<file path="config.mk">
export PLATFORM = sky130hd
export DESIGN_NAME = irq_regwin
export DESIGN_NICKNAME = d
export VERILOG_FILES = /design/src/rtl/irq_regwin_pkg.sv /design/src/rtl/irw_bus_decode.sv /design/src/rtl/irw_entry_table.sv /design/src/rtl/irw_event_gen.sv /design/src/rtl/irq_regwin.sv
export SDC_FILE = /design/constraint.sdc
export NUM_CORES = 2
export LEC_CHECK = 0
export BUFFER_PORTS_ARGS = -buffer_cell sky130_fd_sc_hd__buf_2
export CAP_MARGIN = 20
export CORE_ASPECT_RATIO = 0.7
export CORE_MARGIN = 3
export CORE_UTILIZATION = 50
export CTS_BUF_LIST = sky130_fd_sc_hd__clkbuf_4 sky130_fd_sc_hd__clkbuf_8
export DETAILED_ROUTE_END_ITERATION = 8
export HOLD_SLACK_MARGIN = 0.02
export PLACE_DENSITY = 0.66
export SYNTH_ARGS = -nofsm -noshare
export SYNTH_HDL_FRONTEND = slang
export SYNTH_HIERARCHICAL = 1
export SYNTH_SLANG_ARGS = --single-unit
</file>
<file path="constraint.sdc">
create_clock -name clk -period 3.83 [get_ports clk]
set_input_delay 0.766 -clock clk [delete_from_list [all_inputs] [get_ports clk]]
set_output_delay 0.766 -clock clk [all_outputs]
set_load 0.02 [all_outputs]
</file>
<file path="src/rtl/irq_regwin_pkg.sv">
// Package: shared field positions, constants and helpers for the register window.
// Assumes the redirection entry layout consumed by the delivery logic.
package irq_regwin_pkg;
    localparam int          RIRR_BIT   = 14;
    localparam int          TRIG_BIT   = 15;
    localparam int          MASK_BIT   = 16;
    localparam logic [7:0]  OFF_SEL    = 8'h00;
    localparam logic [7:0]  OFF_WIN    = 8'h10;
    localparam logic [7:0]  SEL_TABLE  = 8'h10;
    localparam logic [7:0]  VER_CODE   = 8'h11;
    localparam logic [63:0] ENTRY_RST  = 64'h0000_0000_0001_0000;

    // Returns the zero-extended data a write of the given byte length carries.
    function automatic logic [31:0] len_data(input logic [3:0] len, input logic [31:0] d);
        case (len)
            4'd1:       return {24'd0, d[7:0]};
            4'd2:       return {16'd0, d[15:0]};
            default:    return d;
        endcase
    endfunction

    // True when the byte length is one the block accepts.
    function automatic logic len_ok(input logic [3:0] len);
        return (len == 4'd1) || (len == 4'd2) || (len == 4'd4) || (len == 4'd8);
    endfunction
endpackage

</file>
<file path="src/rtl/irw_bus_decode.sv">
// Bus decode: claims accesses inside the 256-byte region at BASE and picks
// the register from the low 8 address bits. Purely combinational.
module irw_bus_decode
    import irq_regwin_pkg::*;
#(
    parameter int             AW   = 32,
    parameter logic [AW-1:0]  BASE = 32'hFEC0_0000
) (
    input  logic          valid,
    input  logic [AW-1:0] addr,
    input  logic [3:0]    len,
    input  logic [31:0]   wdata,
    output logic          hit,
    output logic          at_sel,
    output logic          at_win,
    output logic          len_good,
    output logic [31:0]   wdata_x
);
    // Region match, register decode and write-data extension.
    always_comb begin
        hit      = valid && (addr[AW-1:8] == BASE[AW-1:8]);
        at_sel   = hit && (addr[7:0] == OFF_SEL);
        at_win   = hit && (addr[7:0] == OFF_WIN);
        len_good = len_ok(len);
        wdata_x  = len_data(len, wdata);
    end
endmodule

</file>
<file path="src/rtl/irw_entry_table.sv">
// Redirection entry storage: one 64-bit register per pin. Half writes,
// remote-IRR clear on lower writes, remote-IRR set from delivery (set wins).
// Assumes wr_idx < NPINS whenever wr_en is high.
module irw_entry_table
    import irq_regwin_pkg::*;
#(
    parameter int NPINS = 24,
    localparam int IW   = (NPINS > 1) ? $clog2(NPINS) : 1
) (
    input  logic             clk,
    input  logic             rst_n,
    input  logic             wr_en,
    input  logic [IW-1:0]    wr_idx,
    input  logic             wr_hi,
    input  logic [31:0]      wr_data,
    input  logic [NPINS-1:0] rirr_set,
    output logic [63:0]      cur_entry
);
    logic [63:0] ent_w [NPINS];

    for (genvar i = 0; i < NPINS; i++) begin : g_ent
        logic [63:0] e_q;
        // Holds one entry; a delivery set of remote-IRR overrides a write clear.
        always_ff @(posedge clk) begin
            if (!rst_n) begin
                e_q <= ENTRY_RST;
            end else begin
                if (wr_en && (32'(wr_idx) == i)) begin
                    if (wr_hi) begin
                        e_q[63:32] <= wr_data;
                    end else begin
                        e_q[31:0]     <= wr_data;
                        e_q[RIRR_BIT] <= 1'b0;
                    end
                end
                if (rirr_set[i]) e_q[RIRR_BIT] <= 1'b1;
            end
        end
        assign ent_w[i] = e_q;
    end

    // Presents the currently selected entry.
    always_comb cur_entry = ent_w[wr_idx];
endmodule

</file>
<file path="src/rtl/irw_event_gen.sv">
// Side-band strobe generator: one cycle after an entry write, flags a mask
// change and a re-service request for a pending level-triggered pin.
module irw_event_gen #(
    parameter int IW = 5
) (
    input  logic          clk,
    input  logic          rst_n,
    input  logic          fire,
    input  logic [IW-1:0] idx,
    input  logic          hi,
    input  logic          d_mask,
    input  logic          d_trig,
    input  logic          old_mask,
    input  logic          old_trig,
    input  logic          pend,
    output logic [IW-1:0] evt_index,
    output logic          mask_evt,
    output logic          mask_val,
    output logic          resvc_req
);
    logic new_mask, new_trig;

    // Entry fields as they stand after the write.
    always_comb begin
        new_mask = hi ? old_mask : d_mask;
        new_trig = hi ? old_trig : d_trig;
    end

    // Registers the strobes and the index they refer to.
    always_ff @(posedge clk) begin
        if (!rst_n) begin
            evt_index <= '0;
            mask_evt  <= 1'b0;
            mask_val  <= 1'b0;
            resvc_req <= 1'b0;
        end else begin
            mask_evt  <= fire && (new_mask != old_mask);
            resvc_req <= fire && new_trig && pend;
            if (fire) begin
                evt_index <= idx;
                mask_val  <= new_mask;
            end
        end
    end
endmodule

</file>
<file path="src/rtl/irq_regwin.sv">
// Top: select/window register front end of an I/O interrupt controller.
// Assumes 32-bit read data and a synchronous active-low reset.
module irq_regwin
    import irq_regwin_pkg::*;
#(
    parameter int             NPINS = 24,
    parameter int             AW    = 32,
    parameter logic [AW-1:0]  BASE  = 32'hFEC0_0000,
    localparam int            IW    = (NPINS > 1) ? $clog2(NPINS) : 1
) (
    input  logic             clk,
    input  logic             rst_n,
    input  logic             bus_valid,
    input  logic             bus_write,
    input  logic [AW-1:0]    bus_addr,
    input  logic [3:0]       bus_len,
    input  logic [31:0]      bus_wdata,
    output logic             bus_claim,
    output logic             rd_valid,
    output logic [31:0]      rd_data,
    input  logic [NPINS-1:0] pend_i,
    input  logic [NPINS-1:0] rirr_set,
    output logic [IW-1:0]    evt_index,
    output logic             mask_evt,
    output logic             mask_val,
    output logic             resvc_req
);
    localparam logic [31:0] VERSION = {8'd0, 8'(NPINS - 1), 8'd0, VER_CODE};

    logic        hit, at_sel, at_win, len_good;
    logic [31:0] wdata_x;
    logic [7:0]  sel_q;
    logic [3:0]  id_q;
    logic [7:0]  raw_idx;
    logic        in_table, idx_ok;
    logic [IW-1:0] idx;
    logic        wr_fire, ent_wr;
    logic [63:0] cur_entry;
    logic [31:0] win_val;

    irw_bus_decode #(.AW(AW), .BASE(BASE)) dec_i (
        .valid(bus_valid), .addr(bus_addr), .len(bus_len), .wdata(bus_wdata),
        .hit(hit), .at_sel(at_sel), .at_win(at_win), .len_good(len_good),
        .wdata_x(wdata_x)
    );

    // Selector to entry index and half.
    always_comb begin
        in_table = sel_q >= SEL_TABLE;
        raw_idx  = 8'(sel_q - SEL_TABLE) >> 1;
        idx_ok   = in_table && (32'(raw_idx) < NPINS);
        idx      = IW'(raw_idx);
        wr_fire  = hit && bus_write && len_good;
        ent_wr   = wr_fire && at_win && idx_ok;
    end

    // Select and ID registers.
    always_ff @(posedge clk) begin
        if (!rst_n) begin
            sel_q <= '0;
            id_q  <= '0;
        end else if (wr_fire) begin
            if (at_sel) sel_q <= wdata_x[7:0];
            else if (at_win && sel_q == 8'h00) id_q <= wdata_x[27:24];
        end
    end

    irw_entry_table #(.NPINS(NPINS)) tbl_i (
        .clk(clk), .rst_n(rst_n), .wr_en(ent_wr), .wr_idx(idx),
        .wr_hi(sel_q[0]), .wr_data(wdata_x), .rirr_set(rirr_set),
        .cur_entry(cur_entry)
    );

    irw_event_gen #(.IW(IW)) evt_i (
        .clk(clk), .rst_n(rst_n), .fire(ent_wr), .idx(idx), .hi(sel_q[0]),
        .d_mask(wdata_x[MASK_BIT]), .d_trig(wdata_x[TRIG_BIT]),
        .old_mask(cur_entry[MASK_BIT]), .old_trig(cur_entry[TRIG_BIT]),
        .pend(pend_i[idx]), .evt_index(evt_index), .mask_evt(mask_evt),
        .mask_val(mask_val), .resvc_req(resvc_req)
    );

    // Data window contents for the current selector.
    always_comb begin
        if (idx_ok)               win_val = sel_q[0] ? cur_entry[63:32] : cur_entry[31:0];
        else if (in_table)        win_val = '1;
        else if (sel_q == 8'h00)  win_val = {4'd0, id_q, 24'd0};
        else if (sel_q == 8'h01)  win_val = VERSION;
        else                      win_val = '0;
    end

    assign bus_claim = hit;

    // Registered read response.
    always_ff @(posedge clk) begin
        if (!rst_n) begin
            rd_valid <= 1'b0;
            rd_data  <= '0;
        end else begin
            rd_valid <= hit && !bus_write;
            if (hit && !bus_write) begin
                if (at_sel)      rd_data <= {24'd0, sel_q};
                else if (at_win) rd_data <= win_val;
                else             rd_data <= '0;
            end
        end
    end
endmodule

</file>
==> reports/qor.csv <==
metric;value;unit
run status;completed;
Worst-path clk slew;70;ps
Area Growth Syn to Fin;11.1;%
Max Fclk;0.279;GHz
Power per Cell Area;396;nW/um^2
TritonRoute pass-1 iters;6;
layout cells sized above 1;0.162;
Synth area leaders;dfxtp_1 (43%), nand2_1 (16%), a21boi_1 (8.4%);
setup TNS;0;ps
global route overflow;0;
Root Buffer;clkbuf_8;
Post-Syn Area;74200;sq um
initial antenna violation count;8;
total number of vias;63700;
number of H-tree levels;4;
DR vias/cell;5.96;
DP HPWL;157000;um
RSZ-0062 raised after global routing;false;
DRC errors left;0;
Critical Path Fanout Max;24;
GRT Util Overall;0.324;
fin nets;8665;
minimum clock period;3580;ps
Min-Delay Path Class;primary input to register;
Clock Sink Count;1589;
top_reg_cell synth;dfxtp_1;
FP Rows;117;
static leakage;0.0269;uW
Distinct cells, synth;81;
CTS Buf Count;231;
max-cap viol count;0;
largest net degree at the start of global routing;233;
Syn. warnings;6;
clock buffer depth;3;
CP Capture Type;register;
sequential share of the synthesized area;0.429;
core area;146000;sq um
kind of critical path;register to register;
die height;328;um
first-pass GRT wire length;381000;um
Max-slew headroom;0.208;
Syn Nets;8784;
clk_skew;42.5;ps
Die Span X;466;um
count of pins over their slew limit;0;
average cell area after synthesis;8.57;sq um
post-synth top area share;0.429;
Final Wtd Congestion;0.906;
Initial Util;0.507;
total wire length;257000;um
Synth Register Bits;1589;
WP data arrival;4480;ps
Startpoint Class;register;
pre-CTS setup slack;105;ps
# setup viols final;0;
Die Area;153000;sq um
Buffers on Ports;161;
Yosys top cell by area;dfxtp_1;
Avg WL per Cell;24.0;um
CTS tree;built;
Placed Cells;10200;
Iter 0 DRT Violations;6973;
Cell Count, Final, Fillers Out;10700;
endpoints failing hold;0;
EDFF count, synth;0;
Worst Tran Pin Value;1190;ps
vias in the first global route;60500;
peak supply drop;406;uV
post-route clock period utilization;0.935;
Critical Path RT;4730;ps
Mapped Cells;8662;
Clk Latency, worst-skew pair;990;ps
post-layout util;0.563;
Post-DRT Antenna Nets;0;
post-synthesis async set-or-reset flop share;0;
final worst slack;247;ps
I/O pin count;162;
Post-CTS Resized;0;
sequential cells by signal, indices dropped and copies added (netlist names):
register and cells:
sel_q 8, evt_i/mask_evt 1, evt_i/evt_index 5, evt_i/mask_val 1, rd_data 32, rd_valid 1
tbl_i/g_ent.e_q 1536, id_q 4, evt_i/resvc_req 1
cells in the mapped netlist (4+ instances only):
cell type / count
a21boi_1: 830
nor4b_1: 4
nor3_1: 5
and2b_2: 8
nor2b_1: 38
and4bb_2: 4
o31ai_1: 4
nand2_1: 3155
o22ai_1: 192
o31a_1: 64
mux4_2: 105
o21ai_0: 53
mux2i_1: 330
dfxtp_1: 1589
a21boi_2: 29
a21boi_0: 629
a21oi_1: 132
clkbuf_1: 426
buf_4: 83
buf_6: 68
nor2_2: 21
a211oi_1: 72
mux2_2: 265
nor4_1: 4
nor2_1: 9
buf_2: 268
nor2_4: 19
o211ai_1: 6
a22oi_1: 21
a22o_1: 16
buf_1: 8
and2_1: 22
or3b_1: 4
nand3_1: 49
nor3_2: 5
and3_1: 5
nand2b_1: 5
mux4_1: 8
a221oi_1: 45
cell usage in the layout, fill, tap and decap left out, drive strengths merged, types with 25 or more instances in the layout:
cell,instances
a221oi,45
mux4,113
a211oi,73
nor2b,39
o22ai,192
nand3,50
nand2,3157
buf,480
clkbuf,383
a21oi,132
o31a,64
mux2,265
dfxtp,1589
a21boi,1488
clkinv,28
nor2,49
dlygate4sd3,25
mux2i,330
o21ai,54
area by class of cell:
cell class                 count  area (sq um)
sequential                  1589         31800
timing repair buffer         505          5020
multi-input combinational   6212         38000
tap                         1963          2460
fill                       13000         64000
clock inverter                37           240
clock buffer                 383          4830
antenna                        3          7.51
inverter                       4          25.0
cell families after synthesis:
| family | synth area share |
|---|---|
| simple gates | 0.184 |
| compound gates | 0.207 |
| flops | 0.429 |
| buf+inv | 0.0597 |
| mux | 0.119 |
| xor+xnor | 0.000354 |
| fa+ha+maj | 0.000337 |
critical path, cell delays in order (launching register included):
cell      delay [ps]
dfxtp_4          650
buf_12           310
mux2i_1          130
a221oi_1         500
o21ai_0          440
a21oi_1          840
mux2i_1          170
and3_1           230
a211oi_1         200
worst paths after layout:
path                                start                      end  slack [ps]  depth (start not counted)
setup / recovery                 sel_q[2]              rd_data[16]         250                          8
hold / removal              bus_wdata[13]  tbl_i/g_ent[23].e_q[13]         320                          4
setup reg to reg                 sel_q[2]              rd_data[16]         250                          8
hold reg to reg   tbl_i/g_ent[16].e_q[54]  tbl_i/g_ent[16].e_q[54]         450                          2
metal layers:
layer  track usage  up-vias  routed length, um
met5             0        -                 27
met4         0.150        4              12100
met3        0.0753      558              27300
met2         0.472     3145             108000
met1         0.455    31100             110000
li1              -    28900                  -
stage by stage:
stage	instance area, sq um	hold WS (ps)	total power [uW]
after detailed placement	77100	441	18100
after CTS	82400	231	32700
after floorplan	74200	430	17600
after global placement	77100	436	18100
after global routing	82400	306	33500
final	82400	323	32600
report_power, final:
part	internal [uW]	switching (uW)	leakage [uW]
logic	407	813	0.0114
registers	16500	9.25	0.0128
clock network	7980	6860	0.00271
timing repair:
item,4_1_cts,5_1_grt
hold endpoints to repair,27,0
hold buffers,25,0
buffers inserted,0,0
(Power assumes the default switching activity.)
